==> src/rtl/bitop_pkg.sv <==
// Shared types for the bit manipulation unit.
// Assumes a 3-bit operation code; codes outside the enum are illegal.
package bitop_pkg;

    typedef enum logic [2:0] {
        OP_SET   = 3'd0,
        OP_CLR   = 3'd1,
        OP_CAND  = 3'd2,
        OP_CANDN = 3'd3,
        OP_JBC   = 3'd4
    } bit_op_e;

    typedef enum logic [1:0] {
        ST_IDLE  = 2'd0,
        ST_READ  = 2'd1,
        ST_WRITE = 2'd2
    } seq_state_e;

    // True for codes the unit executes.
    function automatic logic op_is_legal(input logic [2:0] code);
        return code <= 3'd4;
    endfunction

endpackage

==> src/rtl/bitop_addr_map.sv <==
// Bit-address to byte-address mapper.
// Splits a bit address into a byte index and a bit position. Addresses at
// or above WIN_SPLIT are rebased and placed from byte WIN_BASE onwards.
// Assumes DATA_W is a power of two and BYTE_AW > BIT_AW.
module bitop_addr_map #(
    parameter int BIT_AW    = 10,
    parameter int BYTE_AW   = 11,
    parameter int DATA_W    = 8,
    parameter int WIN_SPLIT = 512,
    parameter int WIN_BASE  = 1024
) (
    input  logic [BIT_AW-1:0]          bit_addr,
    output logic [BYTE_AW-1:0]         byte_addr,
    output logic [$clog2(DATA_W)-1:0]  bit_pos
);
    localparam int POS_W = $clog2(DATA_W);

    logic              in_win;
    logic [BIT_AW-1:0] rel;
    logic [BIT_AW-1:0] idx;

    // Window select and rebasing of the bit address.
    always_comb begin
        in_win = (bit_addr >= BIT_AW'(WIN_SPLIT));
        rel    = in_win ? (bit_addr - BIT_AW'(WIN_SPLIT)) : bit_addr;
        idx    = rel >> POS_W;
    end

    // Byte address and bit position output.
    always_comb begin
        bit_pos   = rel[POS_W-1:0];
        byte_addr = (in_win ? BYTE_AW'(WIN_BASE) : '0) + BYTE_AW'(idx);
    end

endmodule

==> src/rtl/bitop_alu.sv <==
// Bit operation datapath.
// Computes the write-back byte, whether to write, the new carry and the
// branch decision from the byte that was read. Purely combinational.
// Assumes rdata is the byte at the mapped address.
module bitop_alu
    import bitop_pkg::*;
#(
    parameter int DATA_W = 8
) (
    input  bit_op_e                    op,
    input  logic [DATA_W-1:0]          rdata,
    input  logic [$clog2(DATA_W)-1:0]  bit_pos,
    input  logic                       carry,
    output logic [DATA_W-1:0]          wdata,
    output logic                       wr_en,
    output logic                       carry_next,
    output logic                       take_branch
);
    logic [DATA_W-1:0] mask;
    logic              cur_bit;

    // Single-bit mask and the current value of the selected bit.
    always_comb begin
        mask    = DATA_W'(1) << bit_pos;
        cur_bit = |(rdata & mask);
    end

    // Per-operation result selection.
    always_comb begin
        wdata       = rdata;
        wr_en       = 1'b0;
        carry_next  = carry;
        take_branch = 1'b0;
        case (op)
            OP_SET: begin
                wdata = rdata | mask;
                wr_en = 1'b1;
            end
            OP_CLR: begin
                wdata = rdata & ~mask;
                wr_en = 1'b1;
            end
            OP_CAND:  carry_next = carry & cur_bit;
            OP_CANDN: carry_next = carry & ~cur_bit;
            OP_JBC: begin
                wdata       = rdata & ~mask;
                wr_en       = 1'b1;
                take_branch = cur_bit;
            end
            default: ;
        endcase
    end

endmodule

==> src/rtl/bitop_ctrl.sv <==
// Sequencer for the bit manipulation unit.
// Captures a legal request while idle, then steps through a read cycle
// and a result/write cycle. Requests seen while busy are dropped.
module bitop_ctrl
    import bitop_pkg::*;
#(
    parameter int BIT_AW = 10
) (
    input  logic              clk,
    input  logic              rst_n,
    input  logic              op_valid,
    input  logic [2:0]        op_code,
    input  logic [BIT_AW-1:0] bit_addr_in,
    input  logic              carry_in,
    output bit_op_e           op_q,
    output logic [BIT_AW-1:0] bit_addr_q,
    output logic              carry_q,
    output logic              in_read,
    output logic              in_write
);
    seq_state_e state;
    logic       accept;

    // Accept only when idle and the code is implemented.
    always_comb accept = op_valid && (state == ST_IDLE) && op_is_legal(op_code);

    // State register: idle -> read -> write -> idle.
    always_ff @(posedge clk) begin
        if (!rst_n) begin
            state <= ST_IDLE;
        end else begin
            case (state)
                ST_IDLE:  if (accept) state <= ST_READ;
                ST_READ:  state <= ST_WRITE;
                default:  state <= ST_IDLE;
            endcase
        end
    end

    // Request capture registers.
    always_ff @(posedge clk) begin
        if (!rst_n) begin
            op_q       <= OP_SET;
            bit_addr_q <= '0;
            carry_q    <= 1'b0;
        end else if (accept) begin
            op_q       <= bit_op_e'(op_code);
            bit_addr_q <= bit_addr_in;
            carry_q    <= carry_in;
        end
    end

    // Phase decode.
    always_comb begin
        in_read  = (state == ST_READ);
        in_write = (state == ST_WRITE);
    end

endmodule

==> src/rtl/bitop_engine.sv <==
// Bit-addressable manipulation unit, top level.
// Builds the bit address from op_hi/op_lo, maps it to a byte, and runs one
// read-modify-write (or read-and-test) per accepted request over a
// synchronous byte memory with one cycle of read latency.
module bitop_engine
    import bitop_pkg::*;
#(
    parameter int BIT_AW    = 10,
    parameter int BYTE_AW   = 11,
    parameter int DATA_W    = 8,
    parameter int WIN_SPLIT = 512,
    parameter int WIN_BASE  = 1024
) (
    input  logic               clk,
    input  logic               rst_n,
    input  logic               op_valid,
    input  logic [2:0]         op_code,
    input  logic [1:0]         op_hi,
    input  logic [7:0]         op_lo,
    input  logic               carry_in,
    output logic               carry_out,
    output logic               busy,
    output logic               done,
    output logic               branch_taken,
    output logic [BYTE_AW-1:0] mem_addr,
    output logic               mem_rd,
    input  logic [DATA_W-1:0]  mem_rdata,
    output logic               mem_wr,
    output logic [DATA_W-1:0]  mem_wdata
);
    localparam int POS_W = $clog2(DATA_W);

    bit_op_e           op_q;
    logic [BIT_AW-1:0] bit_addr_in;
    logic [BIT_AW-1:0] bit_addr_q;
    logic              carry_q;
    logic              in_read;
    logic              in_write;
    logic [POS_W-1:0]  bit_pos;
    logic              alu_wr;
    logic              alu_carry;
    logic              alu_branch;

    // Concatenate the two address pieces.
    always_comb bit_addr_in = BIT_AW'({op_hi, op_lo});

    bitop_ctrl #(.BIT_AW(BIT_AW)) u_ctrl (
        .clk         (clk),
        .rst_n       (rst_n),
        .op_valid    (op_valid),
        .op_code     (op_code),
        .bit_addr_in (bit_addr_in),
        .carry_in    (carry_in),
        .op_q        (op_q),
        .bit_addr_q  (bit_addr_q),
        .carry_q     (carry_q),
        .in_read     (in_read),
        .in_write    (in_write)
    );

    bitop_addr_map #(
        .BIT_AW    (BIT_AW),
        .BYTE_AW   (BYTE_AW),
        .DATA_W    (DATA_W),
        .WIN_SPLIT (WIN_SPLIT),
        .WIN_BASE  (WIN_BASE)
    ) u_map (
        .bit_addr  (bit_addr_q),
        .byte_addr (mem_addr),
        .bit_pos   (bit_pos)
    );

    bitop_alu #(.DATA_W(DATA_W)) u_alu (
        .op          (op_q),
        .rdata       (mem_rdata),
        .bit_pos     (bit_pos),
        .carry       (carry_q),
        .wdata       (mem_wdata),
        .wr_en       (alu_wr),
        .carry_next  (alu_carry),
        .take_branch (alu_branch)
    );

    // Output strobes and results, gated by sequencer phase.
    always_comb begin
        busy         = in_read | in_write;
        done         = in_write;
        mem_rd       = in_read;
        mem_wr       = in_write & alu_wr;
        branch_taken = in_write & alu_branch;
        carry_out    = in_write ? alu_carry : carry_q;
    end

endmodule

==> config.mk <==
export PLATFORM = sky130hd
export DESIGN_NAME = bitop_engine
export DESIGN_NICKNAME = d
export VERILOG_FILES = /design/src/rtl/bitop_pkg.sv /design/src/rtl/bitop_addr_map.sv /design/src/rtl/bitop_alu.sv /design/src/rtl/bitop_ctrl.sv /design/src/rtl/bitop_engine.sv
export SDC_FILE = /design/constraint.sdc
export NUM_CORES = 1
export LEC_CHECK = 0
export BUFFER_PORTS_ARGS = -buffer_cell sky130_fd_sc_hd__buf_4
export CORE_MARGIN = 3
export CORE_UTILIZATION = 42
export CTS_BUF_LIST = sky130_fd_sc_hd__clkbuf_8
export DETAILED_ROUTE_END_ITERATION = 10
export PLACE_DENSITY = 0.78
export SYNTH_ARGS = -nofsm -noshare
export SYNTH_HDL_FRONTEND = slang
export SYNTH_SLANG_ARGS = --single-unit
==> constraint.sdc <==
create_clock -name clk -period 1.6 [get_ports clk]
set_input_delay 0.32 -clock clk [delete_from_list [all_inputs] [get_ports clk]]
set_output_delay 0.32 -clock clk [all_outputs]
set_load 0.05 [all_outputs]
==> results.md, run 1 <==
* Via/cell ratio at 5.045
* GR Util met1 at 22.70%
* Routed wire per std cell at 13.87 um
* Fin util at 77.40%
* Final hold violations at 0
* Post-Synthesis Cells at 124
* Crit path DAT at 1.84 ns
* Final WL at 2746 um
* Grt met3 use at 4.087%
* Sequential fraction of the synthesis area at 32.49%
* Layout Nets at 201
* Multi-input logic area at 713.2 um^2
* Share of layout cells above drive strength 1 at 54.97%
* Status: complete, but fails checks
* EDFF count, synth at 0
* Largest net degree at the start of global routing at 17
* Top_reg_cell synth: dfxtp_1
* Core area at 2082 um^2
* Pins Over Slew Limit at 0
* CTS Hold Bufs at 0
* Top-count cell post-synth: nand2_1
* Power Density at 1051 nW/um^2
* Worst reg2reg path endpoint: u_ctrl.state[0]
* End point of the critical path: carry_out
* Clock net sink count at 16
* Tmin final at 2.162 ns
* CTS tree: built
* Critical R2R Launch: u_ctrl.state[0]
* Later-pin clock latency in the skew report at 0.25 ns
* HPWL Detailed at 2033 um
* H-tree depth at 1
* First-pass GRT wire length at 4278 um
* Synth top area share at 32.49%
* FFs w/ async S/R, synth at 0%
* # fillers at 144
* Clock skew at 0.005284 ns
* Area contributors post-synth: dfxtp_1, nand2_1, a21boi_1
* Leak at 0.6862 nW
* CTS clk-pin slew, worst paths at 0.06 ns
* Final setup vio count at 10
* Reg2Reg Depth at 5
* DR iter-0 viols at 13
* # rows at 16
* Sequential standard cell area at 339.1 um^2
* Distinct cell type count after synthesis at 24
* Hold WC Path Type: in2reg
* Diodes inserted at 0
* Clock Root Buffer: clkbuf_8
* Initial Utilization at 47.36%
* Crit end category: output pin
* TritonRoute pass-1 iters at 4
* #FFs+latches synth at 16
* Post-Syn Area at 985.9 um^2
* Synth warnings at 0
* Fmax at 462.5 MHz
* Placed instance count at 193
* Port buffer count at 45
* Congestion Overflow GR at 0
* Vias in the first global route at 964
* Initial antenna violation count at 0
* Critical-path maximum fanout at 2
* Critical path launch point: u_ctrl.bit_addr_q[2]
* Synth top cells by count: nand2_1, dfxtp_1, a21boi_1
* Max_cap viols at 0
* CTS buffer count at 3
* All-Layer GR Usage at 20.33%
* Fin crit share at 135.1%
* Gp weighted congestion at 0.7291
* Die ar. at 2965 um^2
* VDD IR max at 0.0008675 V
* Cell Count, Final, Fillers Out at 198
* DR DRC count at 0
* Setup tns final at -1.505 ns
* Clk buf depth at 2
* Cell taking the most area after synthesis: dfxtp_1
* Met2 GRT Util at 36.85%
* Critical Path RT at 1.28 ns
* Ports at 50
* Failing checks: setup timing
* Die Span Y at 54.45 um
* Global routing's busiest layer: met2
* RSZ-0062 raised after global routing: true
* Element type at the critical path start: flip-flop
* Setup ws final at -0.5620 ns
* Area Growth Syn to Fin at 63.45%
* Reg2reg setup slack at 0.26 ns
* Final ANT Viol Nets at 0
* Avg Inst Size Synth at 7.951 um^2
* WS Path Type: reg2out
* Total vias in the final route at 999
* Width of the die at 54.45 um
==> critical path, stage by stage, from the launching register on <==
cell and delay, ns:
dfxtp_4 0.35, mux4_2 0.53, mux2i_4 0.18, xnor2_1 0.08, o31a_2 0.30, buf_8 0.15
==> power breakdown <==
| group | leakage (nW) | internal, mW | switching [mW] |
|---|---|---|---|
| clock network | 0.0231 | 0.170 | 0.133 |
| registers | 0.135 | 0.447 | 0.0467 |
| logic | 0.528 | 0.353 | 0.545 |
| total | 0.686 | 0.970 | 0.724 |
==> area by class of cell <==
cell class	instances	share of cell area [%]
multi-input combinational	93	44.25
timing repair buffer	56	29.35
sequential	16	21.04
clock buffer	3	2.562
tap	27	2.096
inverter	2	0.4658
clock inverter	1	0.2329
==> layer usage <==
| metal | up-vias | routed length, um |
|---|---|---|
| met4 | 0 | 34 |
| met2 | 35 | 1518 |
| met3 | 4 | 124 |
| li1 | 499 | - |
| met5 | - | 0 |
| met1 | 461 | 1068 |
==> how the worst min path moves through the flow <==
stage	cells past startpoint	endpoint	startpoint
after CTS	3	u_ctrl.bit_addr_q[4]	op_lo[4]
final	3	u_ctrl.bit_addr_q[4]	op_lo[4]
after floorplan	2	u_ctrl.bit_addr_q[9]	u_ctrl.bit_addr_q[9]
after global routing	3	u_ctrl.bit_addr_q[8]	op_hi[0]
after detailed placement	2	u_ctrl.bit_addr_q[4]	u_ctrl.bit_addr_q[4]
after global placement	2	u_ctrl.bit_addr_q[7]	u_ctrl.bit_addr_q[7]
==> sequential cells by signal, indices dropped and copies added (netlist names) <==
signal	cells
u_ctrl.carry_q	1
u_ctrl.op_q	3
u_ctrl.state	2
u_ctrl.bit_addr_q	10
==> cell usage in the layout, fill, tap and decap left out, types with 2 or more instances in the layout <==
| master | synthesis | layout |
|---|---|---|
| buf_4 | 11 | 43 |
| nand2_1 | 33 | 31 |
| a21boi_1 | 15 | 15 |
| o21ai_2 | 0 | 14 |
| buf_6 | 0 | 12 |
| dfxtp_1 | 16 | 9 |
| conb_1 | 1 | 4 |
| dfxtp_4 | 0 | 4 |
| nand2b_4 | 0 | 3 |
| o21ai_1 | 4 | 3 |
| ha_1 | 4 | 3 |
| clkbuf_8 | 0 | 3 |
| dfxtp_2 | 0 | 3 |
| nand2_4 | 0 | 2 |
| inv_1 | 2 | 2 |
| mux4_2 | 0 | 2 |
| mux2i_1 | 2 | 2 |
| nor2b_1 | 2 | 2 |
==> timing repair <==
item	in CTS	in global routing
resized for setup	39	11
pin swaps	6	11
setup buffers	0	1
setup endpoints to repair	10	11
==> per-stage QoR <==
| step | hold slack (ns) | worst slack [ns] | area, um^2 | total power [mW] |
|---|---|---|---|---|
| 2_1_floorplan | 0.4339 | -0.3096 | 1055 | 1.073 |
| 3_3_place_gp | 0.4424 | -0.4093 | 1400 | 1.269 |
| 3_5_place_dp | 0.4455 | -0.4214 | 1400 | 1.288 |
| 4_1_cts | 0.3130 | -0.5764 | 1558 | 1.667 |
| 5_1_grt | 0.3113 | -0.6187 | 1612 | 1.789 |
| 6_report | 0.3125 | -0.5620 | 1612 | 1.694 |
==> kinds of logic after synthesis <==
group                      after synthesis  share of synthesized area [%]
xor gates and xnor gates                 1                         0.8885
muxes                                    5                          8.756
adders and majority gates                4                          5.076
buffers and inverters                   18                          11.04
AOI/OAI and AO/OA                       34                          21.45
and+or+nand+nor                         45                          19.92
DFF                                     16                          32.49
other                                    1                         0.3803
Power figures use the tool's default switching activity.
==> run 2, diff against run 1 <==
Settings changed: PLACE_DENSITY 0.78 to not set, PLACE_DENSITY_LB_ADDON set to 0.2, SKIP_CTS_REPAIR_TIMING set to 1.
==> results.md, run 2 (same netlist as run 1, synthesis figures left out) <==
* Status: complete, but fails checks
* Failing checks: setup timing
* Fmax at 452.9 MHz (-2.1%)
* Biggest register: u_ctrl.bit_addr_q
* Clk buf depth at 2 (unchanged)
* Die ar. at 2965 um^2 (unchanged)
* Pins Over Slew Limit at 0 (unchanged)
* Clock power share at 20.1% (+2.2 points)
* Initial Utilization at 47.36% (unchanged)
* Tmin final at 2.208 ns (+0.04585 ns)
* Element type at the critical path start: flip-flop
* Reg power frac at 28.0% (-1.2 points)
* Total vias in the final route at 993 (-0.60%)
* Met2 GRT Util at 33.47% (-3.4 points)
* Congestion Overflow GR at 0 (unchanged)
* Port buffer count at 45 (unchanged)
* DR DRC count at 0 (unchanged)
* CTS buffer count at 3 (unchanged)
* Placed instance count at 194 (+0.52%)
* Setup tns final at -1.596 ns (-0.09157 ns)
* First-pass GRT wire length at 3705 um (-13%)
* Final setup vio count at 10 (unchanged)
* GR Util met1 at 18.67% (-4.0 points)
* Design Power at 1.740 mW (+2.7%)
* Pre-CTS WS at -0.4113 ns (+0.01014 ns)
* Setup ws final at -0.6078 ns (-0.04585 ns)
* Layout Nets at 202 (+0.50%)
* Initial antenna violation count at 0 (unchanged)
* Clock Root Buffer: clkbuf_8
* Largest register FFs at 10 (unchanged)
* Later-pin clock latency in the skew report at 0.25 ns (about the same)
* DP Area at 1408 um^2 (+0.54%)
* Area Growth Syn to Fin at 63.71%
* Crit path DAT at 1.89 ns (+0.05 ns)
* Internal power at 1.022 mW (+5.3%)
* Clock skew at 0.004001 ns (-0.001283 ns)
* Share of layout cells above drive strength 1 at 55.81% (+0.84 points)
* Top Registers: u_ctrl.bit_addr_q: 10 flops, u_ctrl.op_q: 3 flops, u_ctrl.state: 2 flops
* Critical-path maximum fanout at 2 (unchanged)
* # rows at 16 (unchanged)
* Commonest non-fill, non-tap cell in the layout: buf_4
* Fin crit share at 138.0% (+2.9 points)
* Die Span Y at 54.45 um (unchanged)
* Max_cap viols at 0 (unchanged)
* Combinational Power Share at 51.9% (-1.1 points)
* Critical Path RT at 1.28 ns (about the same)
* Power Density at 1078 nW/um^2 (+2.5%)
* # fillers at 156 (+8.3%)
* Sequential standard cell area at 337.8 um^2 (-0.37%)
* CTS clk-pin slew, worst paths at 0.06 ns (about the same)
* CTS tree: built
* HPWL Detailed at 2013 um (-0.98%)
* Design area at 1614 um^2 (+0.16%)
* Final WL at 2654 um (-3.4%)
* Final ANT Viol Nets at 0 (unchanged)
* Grt met3 use at 3.542% (-0.54 points)
* Leak at 0.6910 nW (+0.70%)
* Largest net degree at the start of global routing at 17 (unchanged)
* H-tree depth at 1 (unchanged)
* Global routing's busiest layer: met2
* All-Layer GR Usage at 17.69% (-2.6 points)
* Sw frac at 41.27% (-1.5 points)
* Vias in the first global route at 882 (-8.5%)
* Most frequent cells in the layout: buf_4, nand2_1, a21boi_1
* RSZ-0062 raised after global routing: true
* Final hold violations at 0 (unchanged)
* Clock net sink count at 16 (unchanged)
* VDD IR max at 0.0009999 V (+15%)
* Multi-input logic area at 699.4 um^2 (-1.9%)
* Gp weighted congestion at 0.7454 (+2.2%)
* WS Path Type: reg2out
* Via/cell ratio at 4.990 (-1.1%)
* DR iter-0 viols at 12 (-1)
* Routed wire per std cell at 13.34 um (-3.8%)
* Cell Count, Final, Fillers Out at 199 (+0.51%)
* Crit end category: output pin
* Hold WC Path Type: in2reg
* Core area at 2082 um^2 (unchanged)
* TritonRoute pass-1 iters at 4 (unchanged)
* Sw power at 0.7182 mW (-0.82%)
* Ports at 50 (unchanged)
* Width of the die at 54.45 um (unchanged)
* Diodes inserted at 0 (unchanged)
run 2: cell type report:
cell class	count	area share, %
timing repair buffer	57	29.77
clock buffer	4	3.411
inverter	2	0.4651
multi-input combinational	93	43.33
tap	27	2.093
sequential	16	20.93
run 2: routing by layer:
layer	routed length, um	up-vias
met3	158	5
met1	1022	450
met5	0	-
met4	32	0
met2	1441	37
li1	-	501
run 2: per-stage QoR:
stage                     hold WS [ns]  util, %
after global placement          0.4419    67.61
after detailed placement        0.4492    67.61
after global routing            0.3159    77.52
after floorplan                 0.4339        -
final                           0.3161    77.52
after CTS                       0.3085    70.25
run 2: final timing paths:
check                       startpoint                   end  slack (ns)  depth (start not counted)
hold reg to reg   u_ctrl.bit_addr_q[4]  u_ctrl.bit_addr_q[4]        0.46                          2
hold / removal                op_lo[6]  u_ctrl.bit_addr_q[6]        0.32                          3
setup reg to reg       u_ctrl.state[0]       u_ctrl.state[1]        0.28                          5
setup / recovery  u_ctrl.bit_addr_q[2]             carry_out       -0.61                          5
run 2: worst max-delay path: stages (launching register included):
cell	delay (ns)
dfxtp_4	0.35
mux4_2	0.54
mux2i_4	0.20
xnor2_1	0.10
o31a_2	0.30
buf_8	0.15
run 2: power groups by stage:
stage | combinational [mW] | sequential [mW] | clock [mW]
after global routing | 0.962 | 0.493 | 0.384
after floorplan | 0.586 | 0.487 | 0
after CTS | 0.816 | 0.477 | 0.364
after global placement | 0.790 | 0.484 | 0
final | 0.902 | 0.487 | 0.351
after detailed placement | 0.812 | 0.486 | 0
